[src/rtl/vfd_pkg.sv]
package vfd_pkg;

    typedef enum logic [1:0] {
        FMT_NONE = 2'd0,
        FMT_SD   = 2'd1,
        FMT_ED   = 2'd2,
        FMT_HD   = 2'd3
    } vid_fmt_e;

endpackage

[src/rtl/vfd_line_meter.sv]
module vfd_line_meter
    import vfd_pkg::*;
#(
    parameter int SD_MIN_CYC    = 1620,
    parameter int ED_MIN_CYC    = 810,
    parameter int HD_MIN_CYC    = 270,
    parameter int LINE_MAX_CYC  = 1890,
    parameter int CONFIRM_LINES = 24
) (
    input  logic     clk,
    input  logic     rst_n,
    input  logic     sync_tip_i,
    output logic     lead_o,
    output logic     trail_o,
    output logic     lost_o,
    output vid_fmt_e fmt_o
);

    localparam int LOSS_CYC = 2 * LINE_MAX_CYC;
    localparam int CNT_W    = $clog2(LOSS_CYC + 1);
    localparam int RUN_W    = $clog2(CONFIRM_LINES + 1);

    localparam logic [CNT_W-1:0] LOSS_C  = CNT_W'(LOSS_CYC);
    localparam logic [CNT_W-1:0] MAX_C   = CNT_W'(LINE_MAX_CYC);
    localparam logic [CNT_W-1:0] SD_C    = CNT_W'(SD_MIN_CYC);
    localparam logic [CNT_W-1:0] ED_C    = CNT_W'(ED_MIN_CYC);
    localparam logic [CNT_W-1:0] HD_C    = CNT_W'(HD_MIN_CYC);
    localparam logic [RUN_W-1:0] CONF_C  = RUN_W'(CONFIRM_LINES);

    typedef struct packed {
        logic             tip;
        logic             seen;
        logic [CNT_W-1:0] cnt;
        vid_fmt_e         cur;
        vid_fmt_e         cand;
        logic [RUN_W-1:0] run;
    } meter_t;

    meter_t q, d;
    logic             lead, trail, lost;
    logic             vote;
    vid_fmt_e         cls;
    logic [RUN_W-1:0] nrun;

    // classify the finished period held in the counter
    always_comb begin
        vote = 1'b1;
        cls  = FMT_NONE;
        if (q.cnt > MAX_C) begin
            vote = 1'b0;
        end else if (q.cnt >= SD_C) begin
            cls = FMT_SD;
        end else if (q.cnt >= ED_C) begin
            cls = FMT_ED;
        end else if (q.cnt >= HD_C) begin
            cls = FMT_HD;
        end else begin
            vote = 1'b0;
        end
    end

    always_comb begin
        lead  = sync_tip_i & ~q.tip;
        trail = ~sync_tip_i & q.tip;
        lost  = ~lead & (q.cnt == LOSS_C - CNT_W'(1));
        nrun  = (cls == q.cand) ? q.run + RUN_W'(1) : RUN_W'(1);

        d     = q;
        d.tip = sync_tip_i;

        if (lead) begin
            d.cnt  = CNT_W'(1);
            d.seen = 1'b1;
            if (q.seen && vote) begin
                if (cls == q.cur) begin
                    d.run = '0;
                end else if (nrun >= CONF_C) begin
                    d.cur = cls;
                    d.run = '0;
                end else begin
                    d.cand = cls;
                    d.run  = nrun;
                end
            end
        end else if (q.cnt != LOSS_C) begin
            d.cnt = q.cnt + CNT_W'(1);
        end

        if (lost) begin
            d.seen = 1'b0;
            d.cur  = FMT_NONE;
            d.cand = FMT_NONE;
            d.run  = '0;
        end
    end

    always_ff @(posedge clk or negedge rst_n) begin
        if (!rst_n) begin
            q <= '{tip: 1'b0, seen: 1'b0, cnt: '0, cur: FMT_NONE,
                   cand: FMT_NONE, run: '0};
        end else begin
            q <= d;
        end
    end

    assign lead_o  = lead;
    assign trail_o = trail;
    assign lost_o  = lost;
    assign fmt_o   = q.cur;

    p_cnt_bounded_r10: assert property (@(posedge clk) disable iff (!rst_n)
        q.cnt <= LOSS_C);
    p_loss_clears_r10: assert property (@(posedge clk) disable iff (!rst_n)
        lost |=> (q.cur == FMT_NONE));
    p_class_at_edge_r3: assert property (@(posedge clk) disable iff (!rst_n)
        !$stable(q.cur) |-> $past(lead | lost));
    p_run_below_confirm_r3: assert property (@(posedge clk) disable iff (!rst_n)
        q.run < CONF_C);

endmodule

[src/rtl/vfd_trilevel.sv]
module vfd_trilevel #(
    parameter int TRI_LINES   = 8,
    parameter int TRI_WIN_CYC = 16
) (
    input  logic clk,
    input  logic rst_n,
    input  logic pos_exc_i,
    input  logic lead_i,
    input  logic trail_i,
    input  logic lost_i,
    output logic tri_o
);

    localparam int RUN_W = $clog2(TRI_LINES + 1);
    localparam int WIN_W = $clog2(TRI_WIN_CYC + 1);

    localparam logic [RUN_W-1:0] LINES_C = RUN_W'(TRI_LINES);
    localparam logic [WIN_W-1:0] WIN_C   = WIN_W'(TRI_WIN_CYC);

    typedef struct packed {
        logic             hit;
        logic [WIN_W-1:0] win;
        logic [RUN_W-1:0] trun;
        logic [RUN_W-1:0] nrun;
        logic             tri_lvl;
    } tri_t;

    tri_t q, d;
    logic in_win;

    always_comb begin
        in_win = trail_i | (q.win != '0);
        d      = q;

        if (trail_i) begin
            d.win = WIN_C;
        end else if (q.win != '0) begin
            d.win = q.win - WIN_W'(1);
        end
        d.hit = q.hit | (pos_exc_i & in_win);

        if (lead_i) begin
            d.hit = 1'b0;
            d.win = '0;
            if (q.hit) begin
                d.nrun = '0;
                if (q.trun < LINES_C) begin
                    d.trun = q.trun + RUN_W'(1);
                end
                if (q.trun + RUN_W'(1) >= LINES_C) begin
                    d.tri_lvl = 1'b1;
                end
            end else begin
                d.trun = '0;
                if (q.nrun < LINES_C) begin
                    d.nrun = q.nrun + RUN_W'(1);
                end
                if (q.nrun + RUN_W'(1) >= LINES_C) begin
                    d.tri_lvl = 1'b0;
                end
            end
        end

        if (lost_i) begin
            d = '0;
        end
    end

    always_ff @(posedge clk or negedge rst_n) begin
        if (!rst_n) begin
            q <= '0;
        end else begin
            q <= d;
        end
    end

    assign tri_o = q.tri_lvl;

    p_tri_set_at_edge_r5: assert property (@(posedge clk) disable iff (!rst_n)
        $rose(q.tri_lvl) |-> $past(lead_i));
    p_tri_clear_cause_r5: assert property (@(posedge clk) disable iff (!rst_n)
        $fell(q.tri_lvl) |-> $past(lead_i | lost_i));
    p_runs_bounded_r5: assert property (@(posedge clk) disable iff (!rst_n)
        (q.trun <= LINES_C) && (q.nrun <= LINES_C));

endmodule

[src/rtl/vfd_field_track.sv]
module vfd_field_track
    import vfd_pkg::*;
(
    input  logic     clk,
    input  logic     rst_n,
    input  logic     vsync_i,
    input  logic     field_half_i,
    input  vid_fmt_e fmt_i,
    input  logic     tri_i,
    input  logic     lost_i,
    output logic     locked_o,
    output logic     hd_n_o,
    output logic     ilace_o
);

    typedef struct packed {
        logic     vs;
        vid_fmt_e fmt_prev;
        logic     locked;
        logic     hd_n;
        logic     ilace;
        logic     have_prev;
        logic     prev_half;
    } trk_t;

    trk_t q, d;
    logic vs_rise, fmt_chg;

    always_comb begin
        vs_rise    = vsync_i & ~q.vs;
        fmt_chg    = (fmt_i != q.fmt_prev);
        d          = q;
        d.vs       = vsync_i;
        d.fmt_prev = fmt_i;

        if (lost_i || fmt_chg) begin
            d.locked    = 1'b0;
            d.hd_n      = 1'b1;
            d.ilace     = 1'b0;
            d.have_prev = 1'b0;
        end else if (vs_rise && (fmt_i != FMT_NONE)) begin
            d.locked    = 1'b1;
            d.hd_n      = ~((fmt_i == FMT_HD) & tri_i);
            d.ilace     = q.have_prev & (field_half_i != q.prev_half);
            d.have_prev = 1'b1;
            d.prev_half = field_half_i;
        end
    end

    always_ff @(posedge clk or negedge rst_n) begin
        if (!rst_n) begin
            q <= '{vs: 1'b0, fmt_prev: FMT_NONE, locked: 1'b0, hd_n: 1'b1,
                   ilace: 1'b0, have_prev: 1'b0, prev_half: 1'b0};
        end else begin
            q <= d;
        end
    end

    assign locked_o = q.locked;
    assign hd_n_o   = q.hd_n;
    assign ilace_o  = q.ilace;

    p_hd_low_at_field_r7: assert property (@(posedge clk) disable iff (!rst_n)
        $fell(q.hd_n) |-> $past(vs_rise));
    p_hd_needs_lock_r7: assert property (@(posedge clk) disable iff (!rst_n)
        !q.hd_n |-> q.locked);
    p_lock_at_field_r6: assert property (@(posedge clk) disable iff (!rst_n)
        $rose(q.locked) |-> $past(vs_rise));
    p_ilace_needs_lock_r9: assert property (@(posedge clk) disable iff (!rst_n)
        q.ilace |-> q.locked);

endmodule

[src/rtl/vid_fmt_detect.sv]
module vid_fmt_detect
    import vfd_pkg::*;
#(
    parameter int SD_MIN_CYC    = 1620,
    parameter int ED_MIN_CYC    = 810,
    parameter int HD_MIN_CYC    = 270,
    parameter int LINE_MAX_CYC  = 1890,
    parameter int CONFIRM_LINES = 24,
    parameter int TRI_LINES     = 8,
    parameter int TRI_WIN_CYC   = 16
) (
    input  logic       clk,
    input  logic       rst_n,
    input  logic       sync_tip_i,
    input  logic       pos_exc_i,
    input  logic       vsync_i,
    input  logic       field_half_i,
    output logic [1:0] fmt_code_o,
    output logic       locked_o,
    output logic       interlaced_o,
    output logic       hd_flag_n_o
);

    logic     lead_w, trail_w, lost_w, tri_w;
    vid_fmt_e fmt_w;

    vfd_line_meter #(
        .SD_MIN_CYC   (SD_MIN_CYC),
        .ED_MIN_CYC   (ED_MIN_CYC),
        .HD_MIN_CYC   (HD_MIN_CYC),
        .LINE_MAX_CYC (LINE_MAX_CYC),
        .CONFIRM_LINES(CONFIRM_LINES)
    ) u_meter (
        .clk       (clk),
        .rst_n     (rst_n),
        .sync_tip_i(sync_tip_i),
        .lead_o    (lead_w),
        .trail_o   (trail_w),
        .lost_o    (lost_w),
        .fmt_o     (fmt_w)
    );

    vfd_trilevel #(
        .TRI_LINES  (TRI_LINES),
        .TRI_WIN_CYC(TRI_WIN_CYC)
    ) u_tri (
        .clk      (clk),
        .rst_n    (rst_n),
        .pos_exc_i(pos_exc_i),
        .lead_i   (lead_w),
        .trail_i  (trail_w),
        .lost_i   (lost_w),
        .tri_o    (tri_w)
    );

    vfd_field_track u_track (
        .clk         (clk),
        .rst_n       (rst_n),
        .vsync_i     (vsync_i),
        .field_half_i(field_half_i),
        .fmt_i       (fmt_w),
        .tri_i       (tri_w),
        .lost_i      (lost_w),
        .locked_o    (locked_o),
        .hd_n_o      (hd_flag_n_o),
        .ilace_o     (interlaced_o)
    );

    assign fmt_code_o = fmt_w;

endmodule

[config.mk]
export PLATFORM = sky130hd
export DESIGN_NAME = vid_fmt_detect
export DESIGN_NICKNAME = d
export VERILOG_FILES = /design/src/rtl/vfd_pkg.sv /design/src/rtl/vfd_line_meter.sv /design/src/rtl/vfd_trilevel.sv /design/src/rtl/vfd_field_track.sv /design/src/rtl/vid_fmt_detect.sv
export SDC_FILE = /design/constraint.sdc
export NUM_CORES = 1
export LEC_CHECK = 0
export BUFFER_PORTS_ARGS = -buffer_cell sky130_fd_sc_hd__buf_2
export CAP_MARGIN = 10
export CORE_UTILIZATION = 40
export DETAILED_ROUTE_END_ITERATION = 7
export SYNTH_ARGS = -nofsm -noshare
export SYNTH_HDL_FRONTEND = slang
export SYNTH_SLANG_ARGS = --single-unit
[constraint.sdc]
create_clock -name clk -period 3.05 [get_ports clk]
set_input_delay 0.305 -clock clk [delete_from_list [all_inputs] [get_ports clk]]
set_output_delay 0.305 -clock clk [all_outputs]
set_load 0.02 [all_outputs]
==> flow_metrics.py <==
metrics = {
    "timing": {
        "maxSlewViolCount": 0,
        "worst_slew_pin_slew_ns": 0.978,
        "hold_violations": 0,
        "rsz0062_at_grt": "no",
        "slew_headroom": 0.348,
        "skew_ns": 0.0146,
        "layout_min_cycle_time_ns": 2.30,
        "fin_tns_setup_ns": 0,
        "setup_viol": 0,
        "post-route-period-util": 0.755,
        "timing.fmax_mhz": 435,
    },
    "clocking": {
        "cts_tree": "done",
        "cts_hold_buffers": 0,
        "cts_resized": 0,
        "clk_pin_slew_ns": 0.10,
        "post_cts_buffers": 0,
        "clk_latency_ns": 0.31,
        "cts_sinks": 45,
        "clockBufferDepth": 2,
        "cts_root_buf": "clkbuf_8",
        "cts-buffers-inserted": 5,
        "htree_num_levels": 2,
    },
    "floorplan": {
        "dieArea_sq_um": 6980,
        "fp.coreArea_sq_um": 6390,
        "die_y_um": 83.6,
        "start_util": 0.417,
        "die_w_um": 83.6,
        "io_pins": 11,
        "rows": 29,
    },
    "placement": {
        "placedInstanceArea_sq_um": 2730,
        "place_congestion": 0.810,
        "place_hpwl_um": 3510,
        "port_buffers": 10,
    },
    "logic_synthesis": {
        "synth_area_leaders": "dfrtp_1 (41%), nand2_1 (4.7%), nor2_1 (4.7%)",
        "synth_top_area_frac": 0.414,
        "synth_area_sq_um": 2660,
        "syn_inst": 274,
        "synth_seq_cells": 45,
        "avgSynthCellArea_sq_um": 9.71,
        "synth_edf_count": 0,
        "yosys_warnings": 0,
        "synth_top_flop_cell": "dfrtp_1",
        "synth_area_leader_cell": "dfrtp_1",
        "synth_cell_types": 60,
        "synthesis.nets": 287,
        "yosysSeqAreaShare": 0.424,
        "async_flop_share": 1.00,
    },
    "finish": {
        "antenna_cells": 0,
        "drive_gt1_frac": 0.146,
        "fin_area_sq_um": 2820,
        "nets": 293,
        "syn2layout_area_growth_pct": 5.93,
    },
    "critical_path": {
        "path_class": "reg2reg",
        "path_max_fanout": 9,
        "path_cells": "ha_1, nor3b_2, nand4_1, nand2_1, o21ai_0, mux2_2",
        "crit_family": "simple AND/OR/NAND/NOR gates",
        "critPathLaunchType": "flop",
        "cp.arrival_ns": 2.50,
        "critPathCaptureType": "flop",
        "critical_path_buf_inv_count": 0,
        "slowest_stage": "dfrtp_1",
        "crit_required_ns": 3.25,
        "slowest_delay_ns": 0.49,
    },
    "grt": {
        "grt_first_pass_wirelength_um": 8840,
        "first_global_vias": 1904,
        "antenna_found_initial": 0,
        "grt_max_degree": 46,
        "grt_use_total": 0.155,
        "grt-ovfl-total": 0,
    },
    "outcome": {
        "status": "finished, final reports clean",
    },
    "pwr": {
        "p_int_mw": 1.00,
        "p_sw_frac": 0.337,
        "leakage_nw": 1.23,
        "seq_power_share": 0.529,
        "pwr-share-comb": 0.220,
        "max-vdd-ir-drop_v": 0.000320,
        "p_switching_mw": 0.510,
        "powerDensity_nw_per_um2": 537,
        "pwr-share-clk": 0.250,
    },
    "job": {
        "drv_cap": 0,
    },
    "routing": {
        "drc": 0,
        "first_iter_violations": 98,
        "wl_per_cell_um": 13.7,
        "drt_wl_total_um": 4910,
        "vias": 1947,
        "drtPass1Iterations": 4,
        "detail-route-antenna-nets": 0,
        "via_per_inst": 5.44,
    },
    "worst_hold_path": {
        "hp-class": "in2reg",
    },
}
[cells in the final DEF (no fill, tap or decap), types with 5 or more instances in the layout]
cell type	synthesis	routed
buf_2	3	10
nor3_1	9	9
a21oi_1	10	10
xor2_1	7	7
mux2i_1	6	6
o21ai_0	9	9
nand3_1	8	8
inv_1	8	8
xnor2_1	8	8
clkbuf_8	0	5
nand2_1	33	33
nor2b_1	8	8
nor2_1	33	33
ha_1	7	7
nand2b_1	6	6
dfrtp_1	44	44
nand4_1	7	7
[stage by stage]
step | setup slack (ns) | util | power, mW | instances | hold WS, ns
floorplan | 0.997 | - | 1.07 | 274 | 0.00941
global placement | 0.788 | 0.427 | 1.14 | 350 | 0.425
detailed placement | 0.789 | 0.427 | 1.15 | 350 | 0.428
CTS | 0.776 | 0.441 | 1.54 | 358 | 0.106
global route | 0.552 | 0.441 | 1.63 | 358 | 0.105
finish | 0.749 | 0.441 | 1.51 | 358 | 0.114
[sequential cells by signal (all words and copies together), names as in the netlist]
register and cells:
u_tri.q 14, u_track.hd_n_o 1, u_meter.q 21, u_track.q 5, u_tri.tri_o 1, u_track.ilace_o 1, u_meter.fmt_o 2
[power groups by stage]
| stage | Sequential [mW] | Clock, mW | Combinational (mW) |
|---|---|---|---|
| after global placement | 0.812 | 0 | 0.326 |
| after detailed placement | 0.811 | 0 | 0.335 |
| after CTS | 0.799 | 0.399 | 0.337 |
| final | 0.801 | 0.379 | 0.333 |
| after floorplan | 0.759 | 0 | 0.315 |
| after global routing | 0.819 | 0.417 | 0.396 |
[area by class of cell]
| type | instances | area [sq um] |
|---|---|---|
| flip-flops and latches | 45 | 1130 |
| repair buffers | 11 | 57.6 |
| clock buffers | 5 | 68.8 |
| multi-input cells | 209 | 1420 |
| clock inverters | 3 | 21.3 |
| well taps | 77 | 96.3 |
| inverters | 8 | 30.0 |
| fillers | 640 | 3570 |
[final timing paths]
kind,cells past startpoint,slack [ns],to,startpoint
max,6,0.75,u_tri.q[1],u_meter.q[10]
min,1,0.11,u_track.q[7],vsync_i
max reg2reg,6,0.75,u_tri.q[1],u_meter.q[10]
min reg2reg,2,0.51,u_meter.q[21],u_meter.q[21]
max in group asynchronous,1,2.28,u_meter.q[5],rst_n
min in group asynchronous,1,0.15,u_tri.q[10],rst_n
[cell families (layout without fill, tap and decap cells)]
family	after synthesis	in the layout	share of synthesized area
and+or+nand+nor	126	126	0.250
adders and majority gates	7	7	0.0329
AOI/OAI and AO/OA	50	50	0.152
xor gates and xnor gates	15	15	0.0494
DFF	45	45	0.424
buffers and inverters	20	27	0.0437
muxes	11	11	0.0480
[cells in the mapped netlist, types with 4 or more instances]
cell type and instances:
a21oi_1 10, a22o_1 4, a31oi_1 4, buf_4 4, dfrtp_1 44, ha_1 7
inv_1 8, mux2_2 4, mux2i_1 6, nand2_1 33, nand2b_1 6, nand3_1 8
nand4_1 7, nor2_1 33, nor2b_1 8, nor3_1 9, o21ai_0 9, xnor2_1 8
xor2_1 7
[metal layers]
| metal | GRT usage | up-vias | part of all wire |
|---|---|---|---|
| li1 | - | 978 | - |
| met2 | 0.246 | 19 | 0.45 |
| met4 | 0.0416 | 0 | 0.012 |
| met1 | 0.215 | 943 | 0.52 |
| met3 | 0.0326 | 7 | 0.024 |
| met5 | 0 | - | 0 |
(Power assumes the default switching activity.)
